<file path="config.mk">
export PLATFORM = sky130hd
export DESIGN_NAME = keyed_watchdog
export DESIGN_NICKNAME = d
export VERILOG_FILES = /design/src/rtl/wdg_pkg.sv /design/src/rtl/wdg_prescaler.sv /design/src/rtl/wdg_keygate.sv /design/src/rtl/wdg_countdown.sv /design/src/rtl/keyed_watchdog.sv
export SDC_FILE = /design/constraint.sdc
export NUM_CORES = 1
export LEC_CHECK = 0
export BUFFER_PORTS_ARGS = -buffer_cell sky130_fd_sc_hd__clkbuf_2
export CORE_AREA = 2 2 77 79
export DETAILED_ROUTE_END_ITERATION = 8
export DIE_AREA = 0 0 79 81
export GPL_ROUTABILITY_DRIVEN = 0
export GPL_TIMING_DRIVEN = 0
export MAX_ROUTING_LAYER = met4
export PLACE_DENSITY = 0.58
export SYNTH_ARGS = -nofsm -noshare
export SYNTH_HDL_FRONTEND = slang
export SYNTH_SLANG_ARGS = --single-unit
</file>
<file path="constraint.sdc">
create_clock -name clk -period 2.5 [get_ports clk]
set_clock_uncertainty 0.1 [all_clocks]
set_input_delay 0.25 -clock clk [delete_from_list [all_inputs] [get_ports clk]]
set_output_delay 0.25 -clock clk [all_outputs]
set_load 0.01 [all_outputs]
</file>
<file path="src/rtl/wdg_pkg.sv">
package wdg_pkg;

    localparam int KEY_BITS   = 7;
    localparam int LOAD_BITS  = 8;
    localparam int WORD_BITS  = KEY_BITS + 1 + LOAD_BITS;
    localparam int CNT_BITS   = LOAD_BITS + 1;
    localparam int FULL_COUNT = 1 << LOAD_BITS;

    typedef struct packed {
        logic [KEY_BITS-1:0]  key;
        logic                 start;
        logic [LOAD_BITS-1:0] load;
    } wdg_word_t;

    typedef enum logic [1:0] {
        EXP_NONE  = 2'd0,
        EXP_STEP  = 2'd1,
        EXP_NMI   = 2'd2,
        EXP_RESET = 2'd3
    } wdg_event_e;

    function automatic logic [CNT_BITS-1:0] reload_of(input logic [LOAD_BITS-1:0] f);
        if (f == '0)
            return CNT_BITS'(FULL_COUNT);
        return {1'b0, f};
    endfunction

    function automatic logic key_matches(input logic [KEY_BITS-1:0] held,
                                         input logic [KEY_BITS-1:0] offered);
        return offered == ~held;
    endfunction

    function automatic wdg_event_e classify(input logic                running,
                                            input logic                tick,
                                            input logic [CNT_BITS-1:0] cnt,
                                            input logic                in_grace);
        if (!(running && tick))
            return EXP_NONE;
        if (cnt > CNT_BITS'(1))
            return EXP_STEP;
        if (!in_grace)
            return EXP_NMI;
        return EXP_RESET;
    endfunction

endpackage

</file>
<file path="src/rtl/wdg_prescaler.sv">
module wdg_prescaler #(
    parameter int TICK_DIV = 65790
) (
    input  logic clk,
    input  logic rst,
    input  logic clr_i,
    input  logic run_i,
    output logic tick_o
);
    localparam int PW = (TICK_DIV > 2) ? $clog2(TICK_DIV) : 1;
    localparam logic [PW-1:0] LAST = PW'(TICK_DIV - 1);

    logic [PW-1:0] phase_q;

    assign tick_o = run_i && (phase_q == LAST);

    always_ff @(posedge clk) begin
        if (rst || clr_i)
            phase_q <= '0;
        else if (run_i)
            phase_q <= tick_o ? '0 : phase_q + PW'(1);
    end

    // the phase never passes the divider limit
    p_phase_bound_r6: assert property (@(posedge clk) disable iff (rst)
        phase_q <= LAST);

    // a stopped prescaler keeps its phase unless cleared
    p_phase_hold_r6: assert property (@(posedge clk) disable iff (rst)
        (!run_i && !clr_i) |=> $stable(phase_q));

endmodule

</file>
<file path="src/rtl/wdg_keygate.sv">
module wdg_keygate
    import wdg_pkg::*;
(
    input  logic                 clk,
    input  logic                 rst,
    input  logic                 wr_en,
    input  logic [WORD_BITS-1:0] wr_data,
    output logic                 load_o,
    output wdg_word_t            word_o,
    output logic                 armed_o
);
    wdg_word_t held_q;
    wdg_word_t offer;

    assign offer   = wdg_word_t'(wr_data);
    assign armed_o = held_q.start;
    assign word_o  = offer;
    assign load_o  = wr_en && (!held_q.start || key_matches(held_q.key, offer.key));

    always_ff @(posedge clk) begin
        if (rst)
            held_q <= '0;
        else if (load_o)
            held_q <= offer;
    end

    // a wrong key while armed leaves the stored word untouched
    p_reject_keeps_word_r2: assert property (@(posedge clk) disable iff (rst)
        (wr_en && held_q.start && (offer.key != ~held_q.key)) |=> $stable(held_q));

    // while disarmed any written word is taken as-is
    p_open_takes_word_r3: assert property (@(posedge clk) disable iff (rst)
        (wr_en && !held_q.start) |=> (held_q == $past(offer)));

endmodule

</file>
<file path="src/rtl/wdg_countdown.sv">
module wdg_countdown
    import wdg_pkg::*;
#(
    parameter int GRACE = 10
) (
    input  logic                clk,
    input  logic                rst,
    input  logic                load_i,
    input  wdg_word_t           word_i,
    input  logic                tick_i,
    output logic                run_o,
    output logic [CNT_BITS-1:0] cnt_o,
    output logic                nmi_o,
    output logic                rst_req_o
);
    localparam logic [CNT_BITS-1:0] GRACE_CNT = CNT_BITS'(GRACE);

    logic [CNT_BITS-1:0] cnt_q;
    logic                run_q;
    logic                nmi_q;
    logic                req_q;
    wdg_event_e          ev;

    assign ev = classify(run_q, tick_i, cnt_q, nmi_q);

    always_ff @(posedge clk) begin
        if (rst) begin
            cnt_q <= '0;
            run_q <= 1'b0;
            nmi_q <= 1'b0;
            req_q <= 1'b0;
        end else if (load_i) begin
            cnt_q <= reload_of(word_i.load);
            run_q <= word_i.start;
            nmi_q <= 1'b0;
        end else begin
            unique case (ev)
                EXP_STEP:  cnt_q <= cnt_q - CNT_BITS'(1);
                EXP_NMI: begin
                    nmi_q <= 1'b1;
                    cnt_q <= GRACE_CNT;
                end
                EXP_RESET: begin
                    req_q <= 1'b1;
                    run_q <= 1'b0;
                    cnt_q <= '0;
                end
                default: ;
            endcase
        end
    end

    assign run_o     = run_q;
    assign cnt_o     = cnt_q;
    assign nmi_o     = nmi_q;
    assign rst_req_o = req_q;

    // a load with a zero count field gives the full count
    p_zero_is_full_r4: assert property (@(posedge clk) disable iff (rst)
        (load_i && word_i.load == '0) |=> (cnt_q == CNT_BITS'(FULL_COUNT)));

    // the count never exceeds the full count
    p_cnt_range_r4: assert property (@(posedge clk) disable iff (rst)
        cnt_q <= CNT_BITS'(FULL_COUNT));

    // without a tick or a load the count stays put
    p_no_tick_hold_r6: assert property (@(posedge clk) disable iff (rst)
        (!tick_i && !load_i) |=> $stable(cnt_q));

    // the interrupt rises only on a tick at count 1
    p_nmi_on_expiry_r7: assert property (@(posedge clk) disable iff (rst)
        $rose(nmi_q) |-> ($past(cnt_q) == CNT_BITS'(1) && $past(tick_i)));

    // the reset request needs the interrupt stage first
    p_req_after_nmi_r8: assert property (@(posedge clk) disable iff (rst)
        $rose(req_q) |-> $past(nmi_q));

    // the reset request is sticky
    p_req_sticky_r8: assert property (@(posedge clk) disable iff (rst)
        req_q |=> req_q);

    // an accepted write drops the interrupt
    p_load_clears_nmi_r9: assert property (@(posedge clk) disable iff (rst)
        load_i |=> !nmi_q);

endmodule

</file>
<file path="src/rtl/keyed_watchdog.sv">
module keyed_watchdog
    import wdg_pkg::*;
#(
    parameter int TICK_DIV = 65790,
    parameter int GRACE    = 10
) (
    input  logic                 clk,
    input  logic                 rst,
    input  logic                 wr_en,
    input  logic [WORD_BITS-1:0] wr_data,
    output logic [CNT_BITS-1:0]  cnt_o,
    output logic                 enabled_o,
    output logic                 nmi_o,
    output logic                 rst_req_o
);
    logic      load;
    wdg_word_t word;
    logic      run;
    logic      tick;

    wdg_keygate u_gate (
        .clk     (clk),
        .rst     (rst),
        .wr_en   (wr_en),
        .wr_data (wr_data),
        .load_o  (load),
        .word_o  (word),
        .armed_o (enabled_o)
    );

    wdg_prescaler #(.TICK_DIV(TICK_DIV)) u_presc (
        .clk    (clk),
        .rst    (rst),
        .clr_i  (load),
        .run_i  (run),
        .tick_o (tick)
    );

    wdg_countdown #(.GRACE(GRACE)) u_count (
        .clk       (clk),
        .rst       (rst),
        .load_i    (load),
        .word_i    (word),
        .tick_i    (tick),
        .run_o     (run),
        .cnt_o     (cnt_o),
        .nmi_o     (nmi_o),
        .rst_req_o (rst_req_o)
    );

    // a disarmed watchdog never counts
    p_disarmed_idle_r5: assert property (@(posedge clk) disable iff (rst)
        (!enabled_o && !wr_en) |=> $stable(cnt_o));

endmodule

</file>
Word-level counts from Yosys, hierarchy flattened
Index checks and enable logic that the tools add are counted.
- input bits: 19
- output and inout bits: 12
- word-level logic and storage cells: 49
- register bits after elaboration: 37
- eq/ne operators: 5
- multiplexer cells: 21
- magnitude comparators: 1
- bitwise operators: 2
- add/sub/neg operators: 2
- reduce and logical (&&, ||, !) cells: 11
- operators by type and width (cell ; count):
    $mux 9 ; 3
    $pmux 9 s3 ; 1
    $add 17x1->17 const B ; 1
    $eq 17x17->1 const B ; 1
    $mux 17 ; 1
    $mux 2 ; 6
    $mux 1 ; 10
    $gt 9x1->1 const B ; 1
    $sub 9x1->9 const B ; 1
    $logic_not 8->1 ; 1
    $eq 7x7->1 ; 1
    $not 7->7 ; 1
    $eq 2x2->1 const B ; 2
    $reduce_bool 4->1 ; 1
    $logic_and 1x1->1 ; 3
    $eq 2x1->1 const B ; 1
    $logic_or 1x1->1 ; 2
    $reduce_and 2->1 ; 1
    $reduce_bool 2->1 ; 1
    $reduce_or 2->1 ; 1
    $logic_not 1->1 ; 1
    $not 1->1 ; 1

Depth between registers and ports, before layout
Gate-level depths: netlist of the first run.
- word-level depth: 12
- mapped depth: 9
- gate-level depth less buffers: 7

Hierarchy
A second synthesis of the first run with hierarchy kept.
- cell total of the unflattened synthesis: 243
- area, all modules: 2147.1 sq um
- by module, submodules not included (module ; times used ; cells an instance ; seq. area each (sq um) ; area an instance (sq um)):
    wdg_prescaler ; 1 ; 93 ; 340.3 ; 843.3
    wdg_countdown ; 1 ; 89 ; 240.2 ; 742.0
    wdg_keygate ; 1 ; 61 ; 160.2 ; 561.8

Worst setup path after synthesis of the first run
Ideal clock, no wire load.
- path type: reg-to-reg
- start point: reg u_presc.phase_q[8]
- end point: reg u_count.cnt_q[6] (netlist: u_count.cnt_o[6])
- path buffers: 0
- setup time: 0.091 ns
- cell stages (with the launch flop): 6
- arrival: 2.122 ns
- slack: 0.187 ns
- required time: 2.309 ns
- cells stage by stage: dfxtp_1 > or4_4 > nor4_4 > nand2_2 > or4_1 > a311oi_1
- cells in the longest elaborated chain, start to end: 7
- elaborated cells on any way between the ends: 10
- classes of those cells: eq/ne: 4; mux: 3; reduce/logical: 3
- ends and longest elaborated chain (element ; RTL line ; RTL):
    start, declared ; wdg_prescaler.sv:13 ; logic [PW-1:0] phase_q;
    start signal, assigned ; wdg_prescaler.sv:21 ; phase_q <= tick_o ? '0 : phase_q + PW'(1);
    $eq 17x17->1 * ; wdg_prescaler.sv:15 ; assign tick_o = run_i && (phase_q == LAST);
    $logic_and 1x1->1 * ; wdg_prescaler.sv:15 ;
    $logic_and 1x1->1 * ; wdg_pkg.sv:37 ; if (!(running && tick))
    $mux 2 * ; wdg_pkg.sv:39 ; if (cnt > CNT_BITS'(1))
    $eq 2x2->1 / $eq 2x1->1 (equally long branches) ; wdg_countdown.sv:37 ; unique case (ev)
    $pmux 9 s3 ; wdg_countdown.sv:37 ;
    $mux 9 ; wdg_countdown.sv:32 ; end else if (load_i) begin
    end signal, assigned ; wdg_countdown.sv:33 ; cnt_q <= reload_of(word_i.load);
    end signal, assigned ; wdg_countdown.sv:38 ; EXP_STEP: cnt_q <= cnt_q - CNT_BITS'(1);
    end, declared ; wdg_countdown.sv:18 ; logic [CNT_BITS-1:0] cnt_q;
Every way passes the cells marked *; elsewhere a longest branch is shown, timed or not.
A chain may end at the register's enable or synchronous reset.

Worst setup path after layout of the first run
- start point: reg u_presc.phase_q[10]
- end point: reg u_count.cnt_q[6] (netlist: u_count.cnt_o[6])
Same word-level chain as after synthesis.

==> qor.txt, run 1 <==
Outcome = finished clean
Met2 Use GR = 23.2%
Worst Path Max Fanout = 4
Post-Route WL = 4300 um
Final count of negative-setup-slack endpoints = 0
Fin. Hold Viols = 0
Critical Path Source Type = flip-flop
Synth area leader = dfxtp_1
Most common cell after layout, fill and taps aside = dfxtp_1
Initial antenna violation count = 0
Clk_lat worst skew = 0.29 ns
RSZ-0062 raised after global routing = true
Worst setup margin = 0.0729 ns
Yosys cell types = 41
Die height = 81 um
Filler instances = 616
Number of synthesized register bits = 37
# IOs = 31
GR Util met1 = 19.7%
Pre-Repair DR Iteration Count = 4
PD cells = 585 nW/um^2
Synth Cell Area = 1870 sq um
CTS tree = done
Vias in the first global route = 1543
Syn. warnings = 0
Initial Utilization = 33.0%
GR peak layer = met2
Met3 Resource Use GR = 3.67%
Syn_nets = 251
Hold crit path type = in -> reg
Sequential cell area fraction in the yosys report = 39.6%
Rows = 28
Core area = 5680 sq um
Fmax achieved = 412 MHz
Leakage = 0.879 nW
Via density = 4.94
Critical Path RT = 2.59 ns
Crit path DAT = 2.52 ns
Slew Limit Fails = 0
# diodes = 0
Setup crit end kind = flip-flop
Worst hold slack = 0.0984 ns
DP Wirelength = 3110 um
Global-route wire length before repair = 7330 um
Layout cells sized above 1 = 19.7%
Worst slew margin = 64.1%
Detail Route Antenna Nets = 0
H-tree Lvls = 2
Top-area cell type share of the netlist area = 39.6%
Crit path kind = reg -> reg
Min Clock Period, post-route = 2.43 ns
Clock Pin Slew Worst Setup and Hold Paths = 0.08 ns
Global route overflow = 0
Largest net degree at the start of global routing = 13
Synth Instances = 228
Vias = 1700
Die area = 6400 sq um
CTS Buffer Depth = 2
Remaining DRCs = 0
Synth top area cells = dfxtp_1 (40%), nor2_1 (6.6%), xor2_1 (6.1%)
Most frequent cells in the layout = dfxtp_1 (36), nor2_1 (33), clkbuf_2 (30)
Total CTS buffers = 5
Post-Place Setup Slack = -0.0974 ns
DRT iter0 DRCs = 58
Worst VDD drop = 346 uV
Clk sinks = 37
GR Util All Layers = 15.0%
Drt wl/cell = 12.5 um
Maxcap violations = 0
Root Buffer Master = clkbuf_8
Net count reported at finish = 291
Chip width = 79 um
Worst slew pin tran = 0.534 ns
Final Cycle Share = 97.1%
IO buf count = 30
Post-CTS Hold Fix Bufs = 0
Mean post-synth cell area = 8.21 sq um
P&R area growth vs syn = 22.1%
R2R Setup Slk = 0.07 ns
## Yosys cell counts, drive strengths merged
cell and instances:
o211a 1, mux2i 4, o21ai 4, nand4 7, nor4 5, o221ai 1
and4 2, ha 4, nand2b 1, nor2b 1, a211oi 4, nand3 4
a31oi 1, a21o 1, o211ai 2, o2111a 1, or4b 2, dfxtp 37
a22oi 2, a21oi 17, xor2 13, nor2 33, and3 3, or4 4
or2 1, inv 6, nand4b 1, buf 2, o41ai 1, or3 3
a311oi 5, xnor2 7, a41oi 1, clkbuf 10, nand2 29, and2 3
nor3 5
## metal layers
| layer | part of all wire, % | up-vias | wire, um |
|---|---|---|---|
| met5 | 0 | - | 0 |
| met3 | 3.5 | 4 | 152 |
| met1 | 50 | 781 | 2140 |
| met4 | 1.2 | 0 | 51 |
| met2 | 45 | 29 | 1960 |
| li1 | - | 886 | - |
## through the flow
stage / instance area [sq um] / power (mW) / util [%] / instances / setup TNS, ns
3_5_place_dp: 2120 / 0.809 / 37.3 / 333 / -1.04
4_1_cts: 2260 / 1.35 / 39.8 / 344 / 0
2_1_floorplan: 1870 / 0.747 / - / 228 / 0
3_3_place_gp: 2120 / 0.808 / 37.3 / 333 / -1.06
6_report: 2290 / 1.34 / 40.3 / 344 / 0
5_1_grt: 2290 / 1.40 / 40.3 / 344 / -0.00407
## report_power, final
part	leakage (nW)	total (mW)	switching [mW]	internal, mW
sequential	0.302	0.635	0.0242	0.610
clock	0.0574	0.540	0.216	0.324
combinational	0.519	0.162	0.0938	0.0677
## kinds of logic after synthesis
kind of cell / share of synthesized area [%]
xor gates and xnor gates: 9.36
AOI/OAI and AO/OA: 14.4
buffers and inverters: 3.74
adders and majority gates: 2.67
muxes: 2.14
DFF: 39.6
and+or+nand+nor: 28.1
## state kept, by name, summed over array words and instances (netlist names)
signal,flops
u_count.rst_req_o,1
u_gate.armed_o,1
u_count.run_o,1
u_gate.held_q,7
u_count.cnt_o,9
u_count.nmi_o,1
u_presc.phase_q,17
## layout make-up
| class | count | area [sq um] | area share (%) |
|---|---|---|---|
| buffer | 11 | 52.6 | 2.30 |
| clock buffer | 6 | 82.6 | 3.61 |
| clock inverter | 2 | 37.5 | 1.64 |
| inverter | 6 | 22.5 | 0.985 |
| multi-input combinational | 173 | 1070 | 47.0 |
| sequential | 37 | 742 | 32.5 |
| tap | 75 | 93.8 | 4.11 |
| timing repair buffer | 34 | 180 | 7.88 |
## critical path, cell delays in order, from the launching register on
cell and delay (ns):
dfxtp_2 0.34, or4_4 0.55, nor4_4 0.26, buf_4 0.18
nand2_2 0.08, or4_1 0.54, a311oi_1 0.29
## final timing paths
| path | start | depth (start not counted) | endpoint |
|---|---|---|---|
| min | wr_data[3] | 3 | u_count.cnt_o[3] |
| min reg2reg | u_gate.held_q[15] | 2 | u_gate.held_q[15] |
| max reg2reg | u_presc.phase_q[10] | 6 | u_count.cnt_o[6] |
| max | u_presc.phase_q[10] | 6 | u_count.cnt_o[6] |
## repair_timing
item	in CTS	in global routing
pin swaps	1	1
resized for setup	0	9
setup buffers	3	1
endpoints found under the setup margin	15	17
No activity file was read; power rests on OpenSTA's default activity.
==> run 2, diff against run 1 <==
Settings changed: CORE_AREA 2 2 77 79 to 2 2 82 84, DIE_AREA 0 0 79 81 to 0 0 84 86, SYNTH_HIERARCHICAL set to 1.
==> run 2 against run 1 <==
Compared with the run above: wire length rose by 7.1%; maximum frequency rose by 3.3%; sequential power rose by 2%; final area rose by 8.4%; critical path depth rose by 1; hold slack improved by 0.012 ns; flip-flop and latch count did not move; first-iteration DRC count rose by 95%; clock power rose by 0.7%; die area rose by 13%; largest power group unchanged.
==> qor.txt, run 2 <==
CTS Buffer Depth = 2
Post-CTS Hold Fix Bufs = 0
Global-route wire length before repair = 7970 um
Worst slew margin = 65.8%
FF/Latch Area = 744 sq um
FF-to-FF path depth = 7
Maxcap violations = 0
H-tree Lvls = 2
Worst Path Max Fanout = 8
# diodes = 0
Largest reg by FF count = u_presc/phase_q
Syn. warnings = 6
RSZ-0062 raised after global routing = false
Layout Utilization = 39.5%
Clk sinks = 37
Worst slew pin tran = 0.513 ns
Synth Instances = 236
Largest net degree at the start of global routing = 17
Fin. Hold Viols = 0
Syn_nets = 259
Rows = 29
Initial Utilization = 33.4%
Via density = 5.01
# IOs = 31
Area of the multi-input gates = 1230 sq um
DRT iter0 DRCs = 113
Total CTS buffers = 5
Clk_lat worst skew = 0.29 ns
DP Wirelength = 3310 um
Slew Limit Fails = 0
Detail Route Antenna Nets = 0
Mean post-synth cell area = 8.88 sq um
Critical Path RT = 2.56 ns
GR Util All Layers = 14.1%
Crit path DAT = 2.41 ns
Final total power = 1.39 mW
Fmax achieved = 425 MHz
Drt wl/cell = 13.4 um
Post-Place Setup Slack = -0.194 ns
Worst setup margin = 0.150 ns
Hold crit path type = in -> reg
Final Cycle Share = 94.0%
Outcome = finished clean
Core area = 6280 sq um
Most frequent cells in the layout = dfxtp_1 (34), nor2_1 (26), clkbuf_2 (22)
Layout cells sized above 1 = 23.9%
Chip width = 84 um
Pre-Repair DR Iteration Count = 4
Vias in the first global route = 1633
Min Clock Period, post-route = 2.35 ns
Filler instances = 643
Remaining DRCs = 0
Critical Path Source Type = flip-flop
P&R area growth vs syn = 18.3%
Clock Pin Slew Worst Setup and Hold Paths = 0.08 ns
Global route overflow = 0
Worst VDD drop = 227 uV
Crit path kind = reg -> reg
Synth Cell Area = 2090 sq um
CTS tree = done
Final count of negative-setup-slack endpoints = 0
Post-Route WL = 4610 um
Initial antenna violation count = 0
Most common cell after layout, fill and taps aside = dfxtp_1
Worst Hold Depth = 3
Setup crit end kind = flip-flop
IO buf count = 22
Net count reported at finish = 290
Vias = 1728
PD cells = 560 nW/um^2
Leakage = 0.978 nW
Largest register FFs = 17
Root Buffer Master = clkbuf_8
Die height = 86 um
Die area = 7220 sq um
Worst hold slack = 0.110 ns
==> run 2: path summary, 6_finish.rpt <==
kind / start / end / slack [ns]
setup / recovery: u_presc/phase_q[8] / u_count/cnt_o[6] / 0.15
hold / removal: wr_data[8] / u_gate/armed_o / 0.11
setup reg to reg: u_presc/phase_q[8] / u_count/cnt_o[6] / 0.15
hold reg to reg: u_gate/held_q[11] / u_gate/held_q[11] / 0.39
==> run 2: what timing repair did <==
item	4_1_cts	5_1_grt
gates resized for setup	3	7
gates cloned	0	0
buffers inserted	1	1
hold endpoints to repair	0	0
pin swaps	2	2
setup endpoints to repair	10	10
==> run 2: cell type report <==
cell class,count,share of cell area [%]
Timing Repair Buffer,24,5.05
Multi-Input combinational cell,172,49.8
Buffer,17,4.95
Clock buffer,7,3.48
Clock inverter,1,1.21
Sequential cell,37,30.1
Tap cell,77,3.89
Inverter,10,1.52
==> run 2: metal layers <==
metal	GRT usage [%]	vias to the layer above	share of wire, %
met2	20.4	41	45
met4	5.57	0	0.87
met1	18.9	799	49
met5	-	-	0
met3	3.37	2	4.9
li1	-	886	-
==> run 2: where the power goes <==
| part | switching, mW | leakage (nW) | internal, mW |
|---|---|---|---|
| combinational | 0.103 | 0.617 | 0.0935 |
| clock | 0.218 | 0.0585 | 0.326 |
| sequential | 0.0336 | 0.303 | 0.613 |
==> run 2: metrics by stage <==
stage | setup TNS (ns) | instance area (sq um) | instances
6_report | 0 | 2480 | 345
5_1_grt | 0 | 2480 | 345
4_1_cts | 0 | 2440 | 344
3_5_place_dp | -1.36 | 2300 | 335
3_3_place_gp | -1.30 | 2300 | 335
2_1_floorplan | 0 | 2090 | 236
==> run 2: critical path, stage by stage, from the launching register on <==
cell and delay [ns]:
dfxtp_1 0.36, or4_1 0.65, nor3_4 0.23, nor4bb_4 0.26, and4_1 0.24, buf_6 0.14, nand2b_1 0.16, o22ai_1 0.08
==> run 3, diff against run 2 <==
Settings changed: ABC_AREA set to 1, CORE_AREA 2 2 82 84 to 2 2 85 87, CTS_BUF_LIST set to sky130_fd_sc_hd__clkbuf_16, DIE_AREA 0 0 84 86 to 0 0 87 89.
==> run 3 against run 2 <==
Compared with the run above: wire length grew 8.8%; critical endpoint is now u_count/cnt_o[3]; maximum frequency grew 3.6%; largest power group is now the clock network; clock power grew 32%.
==> qor.txt, run 3 <==
Outcome = finished clean
Via density = 4.64
Synth Instances = 347
Worst Path Max Fanout = 7
Net count reported at finish = 398
Crit path DAT = 2.31 ns
Hold crit path type = in -> reg
Clock Pin Slew Worst Setup and Hold Paths = 0.06 ns
Logic pwr share = 14.5%
Drt wl/cell = 11.0 um
DP Wirelength = 3770 um
P&R area growth vs syn = 16.6%
Sequential power share = 40.2%
# diodes = 0
Synth Cell Area = 2280 sq um
Post CTS Setup Buffer Count = 0
CTS Buffer Depth = 2
Critical Path RT = 2.54 ns
Slowest-stage cell, CP = dfxtp_1
Leakage = 1.20 nW
Most common cell after layout, fill and taps aside = nand2_1
Internal power = 1.18 mW
FF/Latch Area = 741 sq um
Worst VDD drop = 273 uV
H-tree Lvls = 2
Global-route wire length before repair = 8830 um
Largest net degree at the start of global routing = 13
Initial Utilization = 33.9%
Area of the multi-input gates = 1260 sq um
Pre-Repair DR Iteration Count = 4
Delay-heaviest family, CP = simple AND/OR/NAND/NOR gates
Largest register FFs = 17
Worst path bufs/invs = 0
Root Buffer Master = clkbuf_16
DRT iter0 DRCs = 113
Sw Share = 26.0%
Maxcap violations = 0
Fin. Hold Viols = 0
Clk sinks = 37
Worst slew pin tran = 0.559 ns
Filler instances = 702
Remaining DRCs = 0
Syn_nets = 370
Fmax achieved = 441 MHz
Min Clock Period, post-route = 2.27 ns
Switching Power = 414 uW
Clock network power share = 45.3%
Core area = 6720 sq um
Setup crit end kind = flip-flop
GR Util All Layers = 14.6%
Mean post-synth cell area = 6.57 sq um
Crit path cell chain = nand2_1 > nor3_2 > nor4b_2 > nand3_1 > nor2_1 > nand3_1 > nand3_1 > nand2_1 > nand2_1 > a21oi_1
Syn. warnings = 6
Critical path endpoint = u_count/cnt_o[3]
Die height = 89 um
# IOs = 31
Vias = 2116
Worst slew margin = 62.6%
Detail Route Antenna Nets = 0
DP Cell Count = 448
R2R Setup Slk = 0.23 ns
Crit path kind = reg -> reg
CTS tree = done
Slew Limit Fails = 0
Clk_lat worst skew = 0.28 ns
Most frequent cells in the layout = nand2_1 (80), inv_1 (47), nor2_1 (45)
Layout cells sized above 1 = 19.7%
Die area = 7740 sq um
FF-to-FF path depth = 10
Total CTS buffers = 5
CP max stage delay = 0.47 ns
Levels on crit path = 10
Post-CTS Hold Fix Bufs = 0
FF-to-FF Start = u_count/run_o
Final count of negative-setup-slack endpoints = 0
Chip width = 87 um
Rows = 30
Final Cycle Share = 90.7%
Worst Hold Depth = 3
Worst hold slack = 0.146 ns
Post-Route WL = 5020 um
Global route overflow = 0
Vias in the first global route = 1990
RSZ-0062 raised after global routing = false
Initial antenna violation count = 0
Final cell count without fillers = 456
Critical Path Source Type = flip-flop
PD cells = 598 nW/um^2
Setup TNS = 0 ns
Critical Path Source = u_count/run_o
Reg-to-reg endpoint = u_count/cnt_o[3]
IO buf count = 21
Largest reg by FF count = u_presc/phase_q
-- run 3: worst min-delay path, delay by kind of cell --
kind	cells	cell delay, ns
AOI/OAI and AO/OA	1	0.05
and+or+nand+nor	1	0.05
buffers and inverters	1	0.11
-- run 3: power groups by stage --
stage	logic [mW]	clock network, mW	registers (mW)
after floorplan	0.166	0	0.655
after global placement	0.229	0	0.653
after detailed placement	0.231	0	0.653
after CTS	0.232	0.743	0.640
after global routing	0.266	0.764	0.644
final	0.231	0.720	0.640
-- run 3: how the worst min path moves through the flow --
stage | startpoint | end | slack, ns
2_1_floorplan | rst | u_gate/armed_o | 0.30
3_3_place_gp | u_count/rst_req_o | u_count/rst_req_o | 0.35
3_5_place_dp | u_count/rst_req_o | u_count/rst_req_o | 0.36
4_1_cts | wr_data[2] | u_count/cnt_o[2] | 0.13
5_1_grt | wr_data[2] | u_count/cnt_o[2] | 0.16
6_report | wr_data[2] | u_count/cnt_o[2] | 0.15
-- run 3: routing by layer --
metal,track usage [%],vias up,part of all wire (%)
met5,-,-,0
met1,19.5,934,50
li1,-,1146,-
met2,22.1,32,46
met4,4.97,0,0.96
met3,2.95,4,3.0
-- run 3: timing repair --
action	4_1_cts	5_1_grt
setup endpoints to repair	2	1
resized for setup	1	1
cloned	0	0
-- run 3: cell type report --
type	instances	share of cell area [%]
Timing Repair Buffer	21	3.95
Inverter	49	6.91
Multi-Input combinational cell	247	47.4
Buffer	14	3.86
Tap cell	80	3.76
Sequential cell	37	27.8
Clock buffer	5	4.70
Clock inverter	3	1.60
-- run 3: stage by stage --
stage,area [sq um],setup WS (ns),power [mW],utilization [%]
floorplan,2280,0.463,0.821,-
finish,2660,0.232,1.59,39.6
global placement,2490,0.0122,0.882,37.0
global route,2660,0.0595,1.67,39.6
CTS,2660,0.184,1.61,39.6
detailed placement,2490,0.0222,0.884,37.0
